File: config.mk
export PLATFORM = sky130hd
export DESIGN_NAME = scan_pattern_player
export DESIGN_NICKNAME = d
export VERILOG_FILES = /design/src/rtl/scanplay_pkg.sv /design/src/rtl/scanplay_ctrl.sv /design/src/rtl/scanplay_dp.sv /design/src/rtl/scan_pattern_player.sv
export SDC_FILE = /design/constraint.sdc
export NUM_CORES = 1
export LEC_CHECK = 0
export ABC_AREA = 1
export BUFFER_PORTS_ARGS = -buffer_cell sky130_fd_sc_hd__clkbuf_2
export CAP_MARGIN = 10
export CORE_AREA = 2 2 170 172
export DETAILED_ROUTE_END_ITERATION = 8
export DIE_AREA = 0 0 172 174
export PLACE_DENSITY_LB_ADDON = 0.05
export SETUP_SLACK_MARGIN = 0.5
export SLEW_MARGIN = 25
export SYNTH_ARGS = -nofsm -noshare
export SYNTH_HDL_FRONTEND = slang
export SYNTH_SLANG_ARGS = --single-unit
File: constraint.sdc
create_clock -name clk -period 4.01 [get_ports clk]
set_input_delay 0.802 -clock clk [delete_from_list [all_inputs] [get_ports clk]]
set_output_delay 0.802 -clock clk [all_outputs]
set_load 0.05 [all_outputs]
File: src/rtl/scanplay_pkg.sv
package scanplay_pkg;
  localparam int unsigned WORD_W = 5;
  localparam int unsigned B_TCK = 4;
  localparam int unsigned B_TMS = 3;
  localparam int unsigned B_TDI = 2;
  localparam int unsigned B_EXP = 1;
  localparam int unsigned B_CMP = 0;

  typedef struct packed {
    logic clear;   // start accepted
    logic sample;  // last clock of a word's hold
    logic run;     // playback active
  } strobe_t;
endpackage

File: src/rtl/scanplay_ctrl.sv
module scanplay_ctrl
  import scanplay_pkg::*;
#(
  parameter int unsigned ADDR_W = 6,
  parameter int unsigned DIV_W = 8
) (
  input  logic              clk,
  input  logic              rstN,
  input  logic              masterMode,
  input  logic              start,
  input  logic [ADDR_W:0]   entryCount,
  input  logic [DIV_W-1:0]  holdCycles,
  output logic              busy,
  output logic              done,
  output logic [ADDR_W-1:0] ptr,
  output strobe_t           strobe
);
  localparam int unsigned DEPTH = 1 << ADDR_W;
  localparam logic [ADDR_W:0] DEPTH_V = DEPTH[ADDR_W:0];
  localparam logic [ADDR_W:0] ONE_C = 1;
  localparam logic [ADDR_W-1:0] ONE_A = 1;
  localparam logic [DIV_W-1:0] ONE_D = 1;

  logic [DIV_W-1:0] holdCnt;
  logic [ADDR_W:0] effCount;
  logic [ADDR_W:0] lastIdx;
  logic accept;
  logic holdEnd;

  assign effCount = (entryCount > DEPTH_V) ? DEPTH_V : entryCount;
  assign lastIdx  = effCount - ONE_C;
  assign accept   = start && masterMode;
  assign holdEnd  = (holdCnt == holdCycles);

  assign strobe.clear  = accept;
  assign strobe.sample = busy && holdEnd && !accept;
  assign strobe.run    = busy;

  always_ff @(posedge clk or negedge rstN) begin
    if (!rstN) begin
      busy    <= 1'b0;
      done    <= 1'b0;
      ptr     <= '0;
      holdCnt <= '0;
    end else if (accept) begin
      ptr     <= '0;
      holdCnt <= '0;
      busy    <= (effCount != '0);
      done    <= (effCount == '0);
    end else if (busy) begin
      if (holdEnd) begin
        holdCnt <= '0;
        if ({1'b0, ptr} == lastIdx) begin
          busy <= 1'b0;
          done <= 1'b1;
        end else begin
          ptr <= ptr + ONE_A;
        end
      end else begin
        holdCnt <= holdCnt + ONE_D;
      end
    end
  end

  assert_busy_done_excl_R8: assert property (@(posedge clk) disable iff (!rstN)
    !(busy && done));

  assert_ptr_hold_R3: assert property (@(posedge clk) disable iff (!rstN)
    busy && !strobe.sample && !strobe.clear |=> $stable(ptr) && busy);

  assert_start_ignored_R2: assert property (@(posedge clk) disable iff (!rstN)
    start && !masterMode && !busy |=> !busy);
endmodule

File: src/rtl/scanplay_dp.sv
module scanplay_dp
  import scanplay_pkg::*;
#(
  parameter int unsigned ADDR_W = 6,
  parameter int unsigned ERR_W = 8
) (
  input  logic              clk,
  input  logic              rstN,
  input  logic              masterMode,
  input  strobe_t           strobe,
  input  logic [ADDR_W-1:0] ptr,
  input  logic              wrEn,
  input  logic [ADDR_W-1:0] wrAddr,
  input  logic [WORD_W-1:0] wrData,
  input  logic [2:0]        gpioDrv,
  input  logic              pinTdo,
  output logic              pinTck,
  output logic              pinTms,
  output logic              pinTdi,
  output logic              gpioTdo,
  output logic              firstFailValid,
  output logic [ADDR_W-1:0] firstFailIdx,
  output logic [ERR_W-1:0]  errCount
);
  localparam int unsigned DEPTH = 1 << ADDR_W;
  localparam logic [ERR_W-1:0] ERR_MAX = '1;
  localparam logic [ERR_W-1:0] ONE_E = 1;

  logic [WORD_W-1:0] patMem [DEPTH];
  logic [WORD_W-1:0] curWord;
  logic mismatch;
  logic scanTck, scanTms, scanTdi;

  always_ff @(posedge clk) begin
    if (wrEn) patMem[wrAddr] <= wrData;
  end

  assign curWord  = patMem[ptr];
  assign mismatch = strobe.sample && curWord[B_CMP] && (pinTdo != curWord[B_EXP]);

  always_ff @(posedge clk or negedge rstN) begin
    if (!rstN) begin
      errCount       <= '0;
      firstFailValid <= 1'b0;
      firstFailIdx   <= '0;
    end else if (strobe.clear) begin
      errCount       <= '0;
      firstFailValid <= 1'b0;
      firstFailIdx   <= '0;
    end else if (mismatch) begin
      if (errCount != ERR_MAX) errCount <= errCount + ONE_E;
      if (!firstFailValid) begin
        firstFailValid <= 1'b1;
        firstFailIdx   <= ptr;
      end
    end
  end

  // scan lines rest at clock low, mode-select high, data high when idle
  assign scanTck = strobe.run ? curWord[B_TCK] : 1'b0;
  assign scanTms = strobe.run ? curWord[B_TMS] : 1'b1;
  assign scanTdi = strobe.run ? curWord[B_TDI] : 1'b1;

  assign pinTck  = masterMode ? scanTck : gpioDrv[2];
  assign pinTms  = masterMode ? scanTms : gpioDrv[1];
  assign pinTdi  = masterMode ? scanTdi : gpioDrv[0];
  assign gpioTdo = masterMode ? 1'b0 : pinTdo;

  assert_err_sat_R7: assert property (@(posedge clk) disable iff (!rstN)
    errCount == ERR_MAX && !strobe.clear |=> errCount == ERR_MAX);

  assert_err_step_R4: assert property (@(posedge clk) disable iff (!rstN)
    !strobe.clear |=> (errCount == $past(errCount)) || (errCount == $past(errCount) + ONE_E));

  assert_first_fail_hold_R6: assert property (@(posedge clk) disable iff (!rstN)
    firstFailValid && !strobe.clear |=> firstFailValid && $stable(firstFailIdx));

  assert_dont_care_R5: assert property (@(posedge clk) disable iff (!rstN)
    strobe.sample && !curWord[B_CMP] |=> $stable(errCount) && $stable(firstFailValid));
endmodule

File: src/rtl/scan_pattern_player.sv
module scan_pattern_player
  import scanplay_pkg::*;
#(
  parameter int unsigned ADDR_W = 6,
  parameter int unsigned DIV_W = 8,
  parameter int unsigned ERR_W = 8
) (
  input  logic              clk,
  input  logic              rstN,
  input  logic              masterMode,
  input  logic              start,
  input  logic [ADDR_W:0]   entryCount,
  input  logic [DIV_W-1:0]  holdCycles,
  input  logic              wrEn,
  input  logic [ADDR_W-1:0] wrAddr,
  input  logic [4:0]        wrData,
  input  logic [2:0]        gpioDrv,
  input  logic              pinTdo,
  output logic              pinTck,
  output logic              pinTms,
  output logic              pinTdi,
  output logic              gpioTdo,
  output logic              busy,
  output logic              done,
  output logic              pass,
  output logic              firstFailValid,
  output logic [ADDR_W-1:0] firstFailIdx,
  output logic [ERR_W-1:0]  errCount
);
  strobe_t strobe;
  logic [ADDR_W-1:0] ptr;

  scanplay_ctrl #(.ADDR_W(ADDR_W), .DIV_W(DIV_W)) uCtrl (
    .clk(clk), .rstN(rstN), .masterMode(masterMode), .start(start),
    .entryCount(entryCount), .holdCycles(holdCycles),
    .busy(busy), .done(done), .ptr(ptr), .strobe(strobe)
  );

  scanplay_dp #(.ADDR_W(ADDR_W), .ERR_W(ERR_W)) uDp (
    .clk(clk), .rstN(rstN), .masterMode(masterMode), .strobe(strobe), .ptr(ptr),
    .wrEn(wrEn), .wrAddr(wrAddr), .wrData(wrData), .gpioDrv(gpioDrv),
    .pinTdo(pinTdo), .pinTck(pinTck), .pinTms(pinTms), .pinTdi(pinTdi),
    .gpioTdo(gpioTdo), .firstFailValid(firstFailValid),
    .firstFailIdx(firstFailIdx), .errCount(errCount)
  );

  assign pass = done && !firstFailValid;
endmodule

# Yosys cells after proc, flatten, opt, wreduce, memory -nomap -nowiden
# Memory sizes are Yosys's and may differ from the RTL's.
# Cells that the tools add are included.
# totals
regBits,31
mem_bits_rw,320
input_bits,35
elab_cells,71
memories,1
# op_classes
addsub,4
order_cmp,1
eq_ne,6
muxes,33
n_reduce_logical,19
# memory_table
name,depth,width,rd,rd_clocked_by_memory_dff,write_ports,line,text
uDp.patMem,64,5,1,0,1,scanplay_dp.sv:29,logic [WORD_W-1:0] patMem [DEPTH];
# ops
op,count
two-way mux 8 bit,6
two-way mux 6 bit,7
two-way mux 1 bit,19
"adder 8 x 1 -> 8 bit, second input constant",2
nonzero test 2 bit,5
== test 8 bit,1
"!= test 8 bit, second input constant",1
== test 6 x 7 -> 1 bit,1
"greater-than comparator 7 bit, second input constant",1
zero test 7 bit,1
two-way mux 7 bit,1
nonzero test 7 bit,1
"subtractor 7 x 1 -> 7 bit, second input constant",1
"adder 6 x 1 -> 6 bit, second input constant",1
logical AND 1 bit,6
AND reduction 3 bit,2
AND reduction 2 bit,2
zero test 1 bit,2
"!= test 2 x 1 -> 1 bit, second input constant",1
"!= test 2 bit, second input constant",1
!= test 1 bit,1

# Depth between registers and ports, before layout
# Gate-level depths: netlist of the first run.
# depth
ltp_word,8
depth_mapped,17

# Modules after synthesis
# Synthesis of the first run repeated with hierarchy kept, for this count alone.
# hier_totals
cells_unflattened,1370
area_unflattened_um2,15298.4
# modules_own_cells
module,n_inst,cells_each,area_each_um2
scanplay_dp,1,1170,13930.9
scanplay_ctrl,1,198,1357.6
scan_pattern_player,1,2,10.0

# Least setup slack after synthesis of the first run
# OpenSTA, ideal clock, no wires.
# synth_path
path_type,flip-flop to output port
start,register uCtrl.ptr[0]
end,output pinTck
arrival_time_ps,2005
t_required_ps,3208
setup_slack_ps,1203
path_stages_with_launch,13
path_cell_list,dfrtp_1 -> inv_2 -> buf_2 -> buf_2 -> clkbuf_1 -> nor2_1 -> o22ai_1 -> nand2_1 -> nand3_1 -> nand3_1 -> o21ai_1 -> nand2_1 -> nand2_1
# synth_via
elab_chain_cells,3
# synth_lines
element,line,text
"start, declared",scanplay_ctrl.sv:15,"output logic [ADDR_W-1:0] ptr,"
"start signal, assigned",scanplay_ctrl.sv:57,ptr <= ptr + ONE_A;
memory (64 x 5 bit),-,
two-way mux 1 bit,scanplay_dp.sv:60,assign scanTck = strobe.run ? curWord[B_TCK] : 1'b0;
two-way mux 1 bit,scanplay_dp.sv:64,assign pinTck = masterMode ? scanTck : gpioDrv[2];
"end, declared",scan_pattern_player.sv:19,"output logic pinTck,"
# Every way passes these cells.

# Worst setup path in the final report of the first run
# layout_path
start,register uCtrl.ptr[0]
end,output pinTdi
# layout_via
elab_chain_cells,3
# layout_lines
element,line,text
memory (64 x 5 bit),-,
two-way mux 1 bit,scanplay_dp.sv:62,assign scanTdi = strobe.run ? curWord[B_TDI] : 1'b1;
two-way mux 1 bit,scanplay_dp.sv:66,assign pinTdi = masterMode ? scanTdi : gpioDrv[0];
"end, declared",scan_pattern_player.sv:21,"output logic pinTdi,"
# Every way passes these cells.

==> results of run 1 <==
==> final cells by class <==
cell class	count	area [sq um]	share of cell area (%)
multi-input combinational	891	4240	23.8
tap	384	480	2.70
inverter	79	327	1.83
clock inverter	19	136	0.766
timing repair buffer	123	1180	6.61
sequential	351	10400	58.3
clock buffer	50	1060	5.95
==> metrics by stage <==
| stage | util (%) | instance area, sq um | power, W | std cells |
|---|---|---|---|---|
| after floorplan | - | 15200 | 0.00469 | 1393 |
| after global placement | 56.3 | 15900 | 0.00496 | 1788 |
| after detailed placement | 56.3 | 15900 | 0.00497 | 1788 |
| after CTS | 61.3 | 17300 | 0.00833 | 1872 |
| after global routing | 63.1 | 17800 | 0.00864 | 1897 |
| final | 63.1 | 17800 | 0.00840 | 1897 |
==> synth_stat cells (6+ instances only) <==
cell type	n	area share [%]
or2_2	11	0.45
xor2_1	12	0.69
nor2_1	227	5.6
dfrtp_1	31	5.1
inv_1	75	1.9
buf_4	8	0.40
o21ai_1	6	0.20
o221ai_1	7	0.40
o22ai_1	28	1.2
buf_2	24	0.79
nor4_1	9	0.37
nand3_1	119	3.9
nand2_1	268	6.6
edfxtp_1	320	63
nand4_1	27	1.1
clkbuf_1	37	0.91
o21ai_0	114	3.8
a21oi_1	16	0.53
o211ai_1	21	1.0
==> where the power goes <==
group          internal, W  switching (W)
Clock              0.00199        0.00139
Combinational     0.000288       0.000608
Sequential         0.00406      0.0000593
Total              0.00634        0.00206
==> critical path, cell delays in order (launching register included) <==
cell and delay (ns):
dfrtp_4 0.54, clkinv_8 0.14, buf_16 0.17, buf_4 0.14, o21ai_0 0.18, o211ai_1 0.12, nand3_1 0.24, nand4_1 0.12
nand3_1 0.12, nand3_2 0.09, o21ai_2 0.07, inv_2 0.05, buf_8 0.14
==> sequential cells by signal (all words and copies together) (netlist names) <==
signal              count
uCtrl.busy              1
uCtrl.done              1
uCtrl.holdCnt           8
uCtrl.ptr               6
uDp.errCount            8
uDp.firstFailIdx        6
uDp.firstFailValid      1
uDp.patMem            320
==> final timing paths <==
kind | start | endpoint | depth (start not counted)
min | rstN | uDp.errCount[4] | 1
max | uCtrl.ptr[0] | pinTdi | 12
max in group asynchronous | rstN | uCtrl.ptr[0] | 1
min in group clk | uDp.firstFailIdx[3] | uDp.firstFailIdx[3] | 2
max reg2reg | uCtrl.ptr[0] | uDp.errCount[5] | 17
min reg2reg | uDp.firstFailIdx[3] | uDp.firstFailIdx[3] | 2
==> cells by family after synthesis <==
logic type | share of synthesized area (%)
flip-flops | 68.4
AO/OA/AOI/OAI | 7.39
adder cells (fa/ha/maj) | 0.412
XOR/XNOR | 0.866
buffers and inverters | 4.18
AND/OR/NAND/NOR | 18.7
==> repair_timing <==
action	4_1_cts	5_1_grt
gates cloned	2	12
setup endpoints to repair	3	3
setup buffers	13	13
pin swaps	3	20
hold endpoints to repair	0	0
hold buffers	0	0
gates resized for setup	16	48
==> metal layers <==
| layer | up-vias | routed length [microns] |
|---|---|---|
| li1 | 5075 | - |
| met1 | 5346 | 16700 |
| met2 | 517 | 19700 |
| met3 | 82 | 3300 |
| met4 | 0 | 1160 |
| met5 | - | 0 |
==> flow_summary.yaml, run 1 <==
floorplan:
  dieArea_sq_um: 29900
  die_y_microns: 174
  die_w_microns: 172
  coreArea_sq_um: 28200
  initial_utilization_pct: 53.8
  ios: 57
  num_rows: 62
routing:
  drc: 0
  drt_iter0_drc: 1139
  via_count: 11000
  antenna_left: 0
  wl_microns: 40800
  avgViaCountPerCell: 5.81
  drtPass1Iterations: 5
  wl_per_cell_microns: 21.5
clocking:
  clock-sinks: 351
  clk_latency_ns: 0.53
  cts-root-buf: "clkbuf_16"
  clockBufferDepth: 3
  h-tree-depth: 2
  tritoncts: "done"
  cts_inserted_buffers: 38
  clk_pin_slew_ns: 0.06
timing:
  fin_ws_ns: 0.548
  finClkSkew_ns: 0.0166
  slew_headroom_pct: 30.6
  finalHoldViolCount: 0
  timing.fmax_ghz: 0.289
  fin_setup_tns_ns: 0
  grt_setup_unrepaired: "yes"
  report.final.slew_viol_count: 0
  layout_min_cycle_time_ns: 3.46
  tightest_slew_ns: 1.04
  fin_crit_sh_pct: 86.3
  setup_violations: 0
  hold_slack_ns: 0.372
synthesis:
  synth_top_flop_cell: "edfxtp_1"
  avgSynthCellArea_sq_um: 10.9
  synth_area_sq_um: 15200
  yosys.cell_types.count: 35
  synth-edff-count: 320
  seq_area_frac_synth_pct: 68.4
  syn_nets: 1433
  synth_async_sr_flop_share_pct: 8.83
  yosys_warnings: 0
  ys_ff_latch: 351
  synth_cells: 1393
cells_and_area:
  nFillCells: 2233
  final_cell_mix: "320 x edfxtp_1, 266 x nand2_1, 223 x nor2_1"
  area_growth_pct: 17.4
  drive_gt1_share_pct: 14.5
  antenna_cells: 0
  layout_commonest_cell: "edfxtp_1"
  fin_nets: 1524
global_route:
  grt_pass1_vias: 10100
  overflow: 0
  top_usage_layer: "met2"
  grt_max_degree: 85
  grt_use_met2_pct: 42.9
  antenna_found_initial: 0
  use_met1_pct: 36.6
  grt_use_met3_pct: 3.30
  grt_first_pass_wirelength_microns: 58300
  grtUsageTotal_pct: 26.0
setup_path:
  worstPathRequired_ns: 3.21
  end_kind: "primary output"
  r2r_slack_ns: 1.33
  cp.arrival_ns: 2.66
  path_max_fanout: 8
  critPathKind: "reg2out"
  critPathLaunchType: "flip-flop"
status:
  run_status: "finished, final reports clean"
worst_hold_path:
  hold_class: "in2async"
placement:
  place_congestion: 0.840
  io_buffers: 56
  pre_cts_ws_ns: 0.696
  hpwlAfterDp_microns: 22900
power:
  power_density_nw_per_um2: 471
  p_leak_nw: 6.66
  ir_drop_mv: 0.299
job:
  maxCapViolations: 0
Note: power is estimated with default switching activity, not from simulation.
==> inputs of run 2 (changes only) <==
--- a/config.mk
+++ b/config.mk
@@ -8,9 +8,9 @@
 export ABC_AREA = 1
 export BUFFER_PORTS_ARGS = -buffer_cell sky130_fd_sc_hd__clkbuf_2
 export CAP_MARGIN = 10
-export CORE_AREA = 2 2 170 172
+export CORE_AREA = 2 2 187 189
 export DETAILED_ROUTE_END_ITERATION = 8
-export DIE_AREA = 0 0 172 174
+export DIE_AREA = 0 0 189 191
 export PLACE_DENSITY_LB_ADDON = 0.05
 export SETUP_SLACK_MARGIN = 0.5
 export SLEW_MARGIN = 25
==> flow_summary.yaml, run 2 (synthesis results as in run 1) <==
power:
  ir_drop_mv: 0.364
  power.total_w: 0.00864
  power_density_nw_per_um2: 478
  p_leak_nw: 6.73
global_route:
  grtUsageTotal_pct: 23.8
  grt_first_pass_wirelength_microns: 64200
  grt_pass1_vias: 10600
  antenna_found_initial: 0
  grt_max_degree: 47
  overflow: 0
routing:
  wl_microns: 43400
  via_count: 10900
  avgViaCountPerCell: 5.54
  drt_iter0_drc: 840
  drc: 0
  wl_per_cell_microns: 22.0
  antenna_left: 0
  drtPass1Iterations: 7
cells_and_area:
  area_growth_pct: 19.1
  drive_gt1_share_pct: 15.2
  fin_nets: 1527
  regMostFlops: "uDp.patMem"
  final_cell_mix: "320 x edfxtp_1, 266 x nand2_1, 220 x nor2_1"
  largest_reg_flops: 320
  antenna_cells: 0
  reg_top3: "uDp.patMem: 320 flops, uCtrl.holdCnt: 8 flops, uDp.errCount: 8 flops"
  layout_commonest_cell: "edfxtp_1"
placement:
  place_congestion: 0.821
  io_buffers: 56
  hpwlAfterDp_microns: 25300
clocking:
  clock-sinks: 351
  h-tree-depth: 2
  clk_latency_ns: 0.54
  clockBufferDepth: 3
  cts_inserted_buffers: 39
  cts-root-buf: "clkbuf_16"
  tritoncts: "done"
  clk_pin_slew_ns: 0.06
floorplan:
  ios: 57
  coreArea_sq_um: 34100
  initial_utilization_pct: 44.5
  die_w_microns: 189
  num_rows: 68
  dieArea_sq_um: 36100
  die_y_microns: 191
timing:
  tightest_slew_ns: 0.861
  fin_crit_sh_pct: 85.9
  layout_min_cycle_time_ns: 3.45
  slew_headroom_pct: 42.6
  fin_setup_tns_ns: 0
  finalHoldViolCount: 0
  grt_setup_unrepaired: "yes"
  report.final.slew_viol_count: 0
  timing.fmax_ghz: 0.290
  finClkSkew_ns: 0.0295
  setup_violations: 0
setup_path:
  critPathLaunchType: "flip-flop"
  path_max_fanout: 6
  critPathKind: "reg2out"
  cp.arrival_ns: 2.64
  end_kind: "primary output"
  worstPathRequired_ns: 3.21
job:
  maxCapViolations: 0
status:
  run_status: "finished, final reports clean"
worst_hold_path:
  hold_class: "in2async"
==> run 2: cell count changes in the layout (fill, tap and decap cells not counted), moves of 2 or more <==
cell,change
nand3_1,-2
nor2_4,+2
buf_16,+3
buf_8,+2
clkbuf_1,-4
clkbuf_16,-8
inv_6,+2
buf_12,+4
nor2_1,-3
bufinv_16,+3
clkinv_2,-2
clkinv_1,+3
==> run 2: critical path, cell delays in order (launching register included) <==
cell      delay, ns
dfrtp_4        0.50
buf_12         0.16
buf_12         0.14
buf_4          0.16
o21ai_0        0.18
o221ai_1       0.15
nand3_1        0.18
nand4_1        0.13
nand3_2        0.10
o21ai_1        0.07
nand2_1        0.13
nand2_2        0.07
buf_8          0.15
==> run 2: metal layers <==
metal  part of all wire (%)  wire length (microns)  global-route usage, %
met1                     43                  18700                   32.1
met2                     48                  20700                   39.8
met3                    6.3                   2740                   3.41
met4                    3.1                   1330                   7.60
met5                      0                      0                      0
==> run 2: cell type report <==
class / count / area [sq um]
clock inverters: 26 / 260
inverters: 79 / 333
fillers: 2977 / 16000
repair buffers: 125 / 1220
multi-input cells: 891 / 4290
well taps: 455 / 569
clock buffers: 45 / 1020
flip-flops and latches: 351 / 10400
==> run 2: path summary, 6_finish.rpt <==
check | from | end | slack [ns] | cells past startpoint
worst max-delay path | uCtrl.ptr[0] | pinTck | 0.56 | 12
max in group asynchronous | rstN | uCtrl.ptr[0] | 2.98 | 1
min in group clk | uDp.firstFailIdx[4] | uDp.firstFailIdx[4] | 0.50 | 2
worst min-delay path | rstN | uDp.errCount[6] | 0.36 | 1
worst max register to register | uCtrl.ptr[4] | uDp.errCount[2] | 1.30 | 15
worst min register to register | uDp.firstFailIdx[4] | uDp.firstFailIdx[4] | 0.50 | 2
==> run 2: timing repair <==
| action | CTS | global route |
|---|---|---|
| pin swaps | 16 | 20 |
| endpoints found under the setup margin | 3 | 3 |
| hold buffers | 0 | 0 |
| cloned | 7 | 4 |
| resized for setup | 48 | 38 |
| buffers inserted | 19 | 5 |
==> run 2: through the flow <==
step	std cells	utilization [%]	instance area [sq um]	worst slack, ns	hold slack [ns]
6_report	1972	53.0	18100	0.565	0.362
5_1_grt	1972	53.0	18100	0.481	0.406
4_1_cts	1963	52.3	17800	0.492	0.388
3_5_place_dp	1866	47.0	16000	0.669	0.496
3_3_place_gp	1866	46.9	16000	0.654	0.490
2_1_floorplan	1393	-	15200	1.20	0.506
==> run 2: power breakdown <==
part | leakage [nW] | switching [W] | internal [W] | total, W
Sequential | 3.29 | 0.0000584 | 0.00406 | 0.00412
Clock | 0.620 | 0.00146 | 0.00215 | 0.00360
Combinational | 2.82 | 0.000628 | 0.000290 | 0.000918
Total | 6.73 | 0.00214 | 0.00650 | 0.00864
